<file path="src/rtl/aux_snap_pkg.sv">
package aux_snap_pkg;
  localparam int WORD_W  = 32;
  localparam int TIME_W  = 64;
  localparam int N_CHAN  = 2;
  // event word bit positions (decoded by software)
  localparam int TGT_BIT = 1;
  localparam int SLV_BIT = 2;
  localparam int MST_BIT = 3;
  localparam int PPS_BIT = 4;
  localparam logic [WORD_W-1:0] EVT_USED =
    (WORD_W'(1) << TGT_BIT) | (WORD_W'(1) << SLV_BIT) |
    (WORD_W'(1) << MST_BIT) | (WORD_W'(1) << PPS_BIT);
endpackage

</file>
<file path="src/rtl/aux_edge_sync.sv">
module aux_edge_sync #(
  parameter int STAGES = 2
) (
  input  logic clk,
  input  logic rst_n,
  input  logic async_in,
  output logic rise
);
  logic [STAGES-1:0] sync_q, sync_d;
  logic              prev_q;

  always_comb begin
    sync_d = {sync_q[STAGES-2:0], async_in};
  end

  always_ff @(posedge clk or negedge rst_n) begin
    if (!rst_n) begin
      sync_q <= '0;
      prev_q <= 1'b0;
    end else begin
      sync_q <= sync_d;
      prev_q <= sync_q[STAGES-1];
    end
  end

  assign rise = sync_q[STAGES-1] & ~prev_q;


  rise_single_chk: assert property (@(posedge clk) disable iff (!rst_n)
    rise |=> !rise);
endmodule

</file>
<file path="src/rtl/snap_channel.sv">
module snap_channel #(
  parameter int TIME_W = 64
) (
  input  logic              clk,
  input  logic              rst_n,
  input  logic              cap,
  input  logic [TIME_W-1:0] time_in,
  output logic [TIME_W-1:0] snap
);
  logic [TIME_W-1:0] snap_q, snap_d;

  always_comb begin
    snap_d = snap_q;
    if (cap) snap_d = time_in;
  end

  always_ff @(posedge clk or negedge rst_n) begin
    if (!rst_n) snap_q <= '0;
    else if (cap) snap_q <= snap_d;
  end

  assign snap = snap_q;


  cap_value_chk: assert property (@(posedge clk) disable iff (!rst_n)
    cap |=> (snap == $past(time_in)));
endmodule

</file>
<file path="src/rtl/event_status.sv">
module event_status
  import aux_snap_pkg::*;
(
  input  logic              clk,
  input  logic              rst_n,
  input  logic [WORD_W-1:0] set_vec,
  input  logic              wr,
  input  logic [WORD_W-1:0] wdata,
  input  logic              ena_wr,
  input  logic [WORD_W-1:0] ena_wdata,
  output logic [WORD_W-1:0] evt,
  output logic [WORD_W-1:0] ena,
  output logic              irq
);
  logic [WORD_W-1:0] evt_q, evt_d, ena_q, ena_d, clr_vec;

  always_comb begin
    clr_vec = wr ? (wdata & EVT_USED) : '0;
    // set has priority over clear
    evt_d   = ((evt_q & ~clr_vec) | set_vec) & EVT_USED;
    ena_d   = ena_wr ? (ena_wdata & EVT_USED) : ena_q;
  end

  always_ff @(posedge clk or negedge rst_n) begin
    if (!rst_n) begin
      evt_q <= '0;
      ena_q <= '0;
    end else begin
      evt_q <= evt_d;
      if (ena_wr) ena_q <= ena_d;
    end
  end

  assign evt = evt_q;
  assign ena = ena_q;
  assign irq = |(evt_q & ena_q);

  for (genvar b = 0; b < WORD_W; b++) begin : g_bit_chk
    if (EVT_USED[b]) begin : g_used

      set_wins_chk: assert property (@(posedge clk) disable iff (!rst_n)
        set_vec[b] |=> evt[b]);

      w1c_clear_chk: assert property (@(posedge clk) disable iff (!rst_n)
        (wr && wdata[b] && !set_vec[b]) |=> !evt[b]);

      zero_keep_chk: assert property (@(posedge clk) disable iff (!rst_n)
        (evt[b] && !(wr && wdata[b])) |=> evt[b]);
    end else begin : g_unused

      unused_zero_chk: assert property (@(posedge clk) disable iff (!rst_n)
        !evt[b] && !ena[b]);
    end
  end
endmodule

</file>
<file path="src/rtl/aux_snap_unit.sv">
module aux_snap_unit
  import aux_snap_pkg::*;
(
  input  logic              clk,
  input  logic              rst_n,
  input  logic [63:0]       sys_time,
  input  logic              aux_slv_in,
  input  logic              aux_mst_in,
  input  logic              tgt_hit,
  input  logic              pps_tick,
  input  logic              evt_wr,
  input  logic [31:0]       evt_wdata,
  input  logic              ena_wr,
  input  logic [31:0]       ena_wdata,
  output logic [31:0]       evt_word,
  output logic [31:0]       ena_word,
  output logic [31:0]       slv_snap_lo,
  output logic [31:0]       slv_snap_hi,
  output logic [31:0]       mst_snap_lo,
  output logic [31:0]       mst_snap_hi,
  output logic              irq
);
  localparam int CH_SLV = 0;
  localparam int CH_MST = 1;
  localparam int CH_BIT [N_CHAN] = '{SLV_BIT, MST_BIT};

  logic [N_CHAN-1:0]  ch_in, ch_rise;
  logic [TIME_W-1:0]  ch_snap [N_CHAN];
  logic [WORD_W-1:0]  set_vec;

  assign ch_in[CH_SLV] = aux_slv_in;
  assign ch_in[CH_MST] = aux_mst_in;

  for (genvar c = 0; c < N_CHAN; c++) begin : g_chan
    aux_edge_sync #(.STAGES(2)) u_sync (
      .clk(clk), .rst_n(rst_n), .async_in(ch_in[c]), .rise(ch_rise[c]));
    snap_channel #(.TIME_W(TIME_W)) u_snap (
      .clk(clk), .rst_n(rst_n), .cap(ch_rise[c]), .time_in(sys_time),
      .snap(ch_snap[c]));
  end

  always_comb begin
    set_vec = '0;
    set_vec[TGT_BIT] = tgt_hit;
    set_vec[PPS_BIT] = pps_tick;
    for (int c = 0; c < N_CHAN; c++) set_vec[CH_BIT[c]] = ch_rise[c];
  end

  event_status u_evt (
    .clk(clk), .rst_n(rst_n), .set_vec(set_vec),
    .wr(evt_wr), .wdata(evt_wdata),
    .ena_wr(ena_wr), .ena_wdata(ena_wdata),
    .evt(evt_word), .ena(ena_word), .irq(irq));

  assign slv_snap_lo = ch_snap[CH_SLV][WORD_W-1:0];
  assign slv_snap_hi = ch_snap[CH_SLV][TIME_W-1:WORD_W];
  assign mst_snap_lo = ch_snap[CH_MST][WORD_W-1:0];
  assign mst_snap_hi = ch_snap[CH_MST][TIME_W-1:WORD_W];


  slv_hold_chk: assert property (@(posedge clk) disable iff (!rst_n)
    !ch_rise[CH_SLV] |=> ($stable(slv_snap_lo) && $stable(slv_snap_hi)));

  mst_hold_chk: assert property (@(posedge clk) disable iff (!rst_n)
    !ch_rise[CH_MST] |=> ($stable(mst_snap_lo) && $stable(mst_snap_hi)));

  irq_level_chk: assert property (@(posedge clk) disable iff (!rst_n)
    (irq && !evt_wr && !ena_wr) |=> irq);

  flag_overwrite_chk: assert property (@(posedge clk) disable iff (!rst_n)
    (ch_rise[CH_SLV] && evt_word[SLV_BIT]) |=> evt_word[SLV_BIT]);
endmodule

</file>
<file path="config.mk">
export PLATFORM = sky130hd
export DESIGN_NAME = aux_snap_unit
export DESIGN_NICKNAME = d
export VERILOG_FILES = /design/src/rtl/aux_snap_pkg.sv /design/src/rtl/aux_edge_sync.sv /design/src/rtl/snap_channel.sv /design/src/rtl/event_status.sv /design/src/rtl/aux_snap_unit.sv
export SDC_FILE = /design/constraint.sdc
export NUM_CORES = 1
export LEC_CHECK = 0
export CAP_MARGIN = 20
export CORE_ASPECT_RATIO = 1.1
export CORE_MARGIN = 10
export CORE_UTILIZATION = 43
export DETAILED_ROUTE_END_ITERATION = 16
export GPL_TIMING_DRIVEN = 0
export HOLD_SLACK_MARGIN = 0.02
export PLACE_DENSITY = 0.95
export SYNTH_ARGS = -nofsm -noshare
export SYNTH_HDL_FRONTEND = slang
export SYNTH_HIERARCHICAL = 1
export SYNTH_SLANG_ARGS = --single-unit
</file>
<file path="constraint.sdc">
create_clock -name clk -period 2.51 [get_ports clk]
set_input_delay 0.502 -clock clk [delete_from_list [all_inputs] [get_ports clk]]
set_output_delay 0.502 -clock clk [all_outputs]
set_load 0.005 [all_outputs]
</file>
Word level (Yosys, flattened, before mapping) --
Index checks and enable logic that the tools add are counted. Widths: inputs -> output; s select.
Word-level totals: output and inout port bits 193, register bits 142
Cells by class: muxes and demuxes 1, reduce and logical (&&, ||, !) cells 1, bitwise gates (word level) 8
Operators by type and width (number):
- $reduce_or 32->1 | 1
- $and 5x5->5 | 2
- $mux 5 | 1
- $not 5->5 | 1
- $or 5x5->5 | 1
- $and 1x1->1 | 2
- $not 1->1 | 2

Longest topological paths before layout --
depth in word-level cells 4, depth in mapped cells 4, depth with buffers taken out 2

By module --
Netlist, hierarchy kept.
By module, submodules not included:
- snap_channel | area each 2678.8 µm², cells each 135, times used 2, sequential area each 1601.5 µm²
- event_status | area each 733.2 µm², cells each 80, times used 1, sequential area each 200.2 µm²
- aux_edge_sync | area each 88.8 µm², cells each 4, times used 2, sequential area each 75.1 µm²
- aux_snap_unit | area each 3.8 µm², cells each 1, times used 1, sequential area each 0.0 µm²

Least setup slack after synthesis --
Ideal clock, no wire load.
kind register to register, from reg g_chan[0].u_sync.prev_q, to reg g_chan[0].u_snap.snap_q[10], stages on the path, launching flop included 5, clock period less this slack 1.245 ns, buffers on the path 2, data arrival time 1.120 ns, setup slack 1.265 ns, library setup time 0.125 ns, data required time 2.385 ns, path through dfrtp_1 nor2b_4 buf_6 buf_12 mux2_4
On the way: cells in the longest elaborated chain, start to end 2
Ends and longest elaborated chain:
- from (decl) | RTL line aux_edge_sync.sv:10 | logic prev_q;
- from (signal assigned) | RTL line aux_edge_sync.sv:22 | prev_q <= sync_q[STAGES-1];
- $not 1->1 | RTL line aux_edge_sync.sv:26 | assign rise = sync_q[STAGES-1] & ~prev_q;
- $and 1x1->1 | RTL line aux_edge_sync.sv:26
- net ch_rise[0] | RTL line aux_snap_unit.sv:27 | logic [N_CHAN-1:0] ch_in, ch_rise;
- to (signal assigned) | RTL line snap_channel.sv:19 | else if (cap) snap_q <= snap_d;
- to (decl) | RTL line snap_channel.sv:10 | logic [TIME_W-1:0] snap_q, snap_d;
The timed path passes the listed nets, and every way through them passes these cells. A chain may end at the register's enable or synchronous reset.

Final worst setup path --
from reg u_evt.ena_q[1], in the netlist u_evt/ena[1], to out irq
On the way: cells in the longest elaborated chain, start to end 2
Ends and longest elaborated chain:
- from (decl) | RTL line event_status.sv:15 | logic [WORD_W-1:0] evt_q, evt_d, ena_q, ena_d, clr_vec;
- from (signal assigned) | RTL line event_status.sv:30 | if (ena_wr) ena_q <= ena_d;
- $and 5x5->5 | RTL line event_status.sv:36 | assign irq = |(evt_q & ena_q);
- $reduce_or 32->1 | RTL line event_status.sv:36
- to (decl) | RTL line aux_snap_unit.sv:21 | output logic irq
Every way passes these cells.

==> results_dict.tcl <==
set metrics [dict create \
    outcome "finished clean" \
    via_count 3787 \
    layout_min_cycle_time_ns 2.07 \
    reg2reg_from "g_chan[0].u_sync/prev_q" \
    drive_gt1_frac 0.348 \
    ys_warn_count 6 \
    placed_area_sq_mm 0.00891 \
    numPortBuffers 216 \
    dp_hpwl_um 13100 \
    slew_violations 0 \
    cts.clk_slew.worst_paths_ns 0.05 \
    clock.fmax_ghz 0.482 \
    clockBufferDepth 2 \
    r2r_setup_slack_ns 1.11 \
    cts_resized 0 \
    hold_violations 0 \
    required_ns 2.01 \
    syn_avg_cell_area_sq_um 17.5 \
    synthToLayoutAreaGrowth_pct 51.6 \
    vias_per_cell 4.44 \
    postCtsHoldBufs 0 \
    drv_cap 0 \
    clock_skew_ns 0.00653 \
    worstPathArrival_ns 1.57 \
    start_util 0.436 \
    drt_first_pass_iters 4 \
    peakVddDrop_mv 0.421 \
    grt_pass1_wl_um 26800 \
    p_leak_nw 4.42 \
    ff2ff_path_depth 4 \
    drtAntennaViolNets 0 \
    core_area_sq_mm 0.0144 \
    cts_tree "built" \
    drt_iter0_drc 115 \
    synth_area_sq_mm 0.00627 \
    fin_crit_sh 0.826 \
    grt_pass1_vias 4453 \
    final_cell_area_sq_mm 0.00950 \
    cts_root_buf "clkbuf_16" \
    fin_util 0.661 \
    worstSetupPathType "reg -> out" \
    cts_setup_buffers 0 \
    tns_ns 0 \
    fin_nets 785 \
    endpoint_kind "output pin" \
    hp-class "in -> async" \
    antenna_found_initial 0 \
    die_h_um 147 \
    setup_viol 0 \
    worstPathMaxFanout 3 \
    r2r-end "g_chan[0].u_snap/snap[22]" \
    design.die.area_sq_mm 0.0198 \
    crit_slowest_cell "clkdlybuf4s50_1" \
    synth_cells 358 \
    dp.cells 822 \
    maxSlewHeadroom 0.622 \
    clock-sinks 142 \
    num_rows 46 \
    fin_cells 852 \
    grt_max_degree 85 \
    grt_use_total 0.175 \
    worst_pin_slew_ns 0.567 \
    rsz0062_at_grt "false" \
    routabilityCongestion 0.759 \
    die_w_um 135 \
    io_pins 329 \
    start_kind "flip-flop" \
    p_per_area_mw_per_mm2 738 \
    grt_overflow 0 \
    path_cells "a22oi_1, nand2_1, clkdlybuf4s50_1" \
    htree_levels 4 \
    critical_path.max_stage_delay_ns 0.48 \
    numCtsBuffers 17 \
    whs_ns 0.0722 \
    wl_um 17300 \
    clkLatencyLatePin_ns 0.41 \
    remaining_drc_errors 0 \
    diodes 0 \
    routedWlPerCell_um 20.3 \
]
## power breakdown
group | internal, W | total (W) | switching [W]
Sequential | 0.00261 | 0.00283 | 0.000211
Clock | 0.00165 | 0.00254 | 0.000888
Combinational | 0.00115 | 0.00165 | 0.000494
## worst max path at each step
stage | from | to | slack (ns) | cells past startpoint
2_1_floorplan | g_chan[0].u_sync/prev_q | g_chan[0].u_snap/snap[10] | 1.27 | 4
3_3_place_gp | rst_n | g_chan[0].u_snap/snap[21] | -4.21 | 1
3_5_place_dp | u_evt/ena[1] | irq | 0.85 | 3
4_1_cts | u_evt/ena[1] | irq | 0.40 | 3
5_1_grt | u_evt/evt[3] | irq | 0.38 | 3
6_report | u_evt/ena[1] | irq | 0.44 | 3
## metal layers
layer / wire length [um] / GRT usage
met1: 6370 / 0.188
met5: 0 / 0
met2: 9470 / 0.312
met4: 339 / 0.0657
met3: 1140 / 0.0539
## critical path: cells and delay by family (launching register included)
family,cells,cell delay [ns]
buffers and inverters,1,0.48
AOI/OAI and AO/OA,1,0.21
DFF,1,0.40
and+or+nand+nor,1,0.08
## flip-flops by register name, indices dropped and copies added, names as in the netlist
register              flops
g_chan.u_sync/sync_q      4
u_evt/ena                 4
g_chan.u_snap/snap      128
u_evt/evt                 4
g_chan.u_sync/prev_q      2
## placed cells by master, fill, tap and decap left out
master,count
clkdlybuf4s50_1,215
buf_6,3
buf_16,1
clkbuf_16,17
clkbuf_1,2
mux2_1,4
a21o_1,4
buf_12,12
bufinv_16,3
mux2_4,120
nor2b_4,2
buf_4,56
conb_1,56
dfrtp_1,142
a22oi_1,2
clkbuf_8,4
mux2_2,8
nand2_1,5
clkinv_2,4
## metrics by stage
| stage | total power, W | setup slack, ns |
|---|---|---|
| final | 0.00701 | 0.437 |
| after global routing | 0.00731 | 0.381 |
| after CTS | 0.00709 | 0.404 |
| after detailed placement | 0.00450 | 0.854 |
| after global placement | 0.00443 | -4.21 |
| after floorplan | 0.00349 | 1.27 |
## cell type report
class | count | area [sq um]
Tap cell | 192 | 240
Sequential cell | 142 | 3550
Clock inverter | 7 | 110
Fill cell | 1003 | 4880
Clock buffer | 23 | 488
Timing Repair Buffer | 217 | 2190
Multi-Input combinational cell | 201 | 2240
Buffer | 70 | 683
No activity file was read; power rests on OpenSTA's default activity.
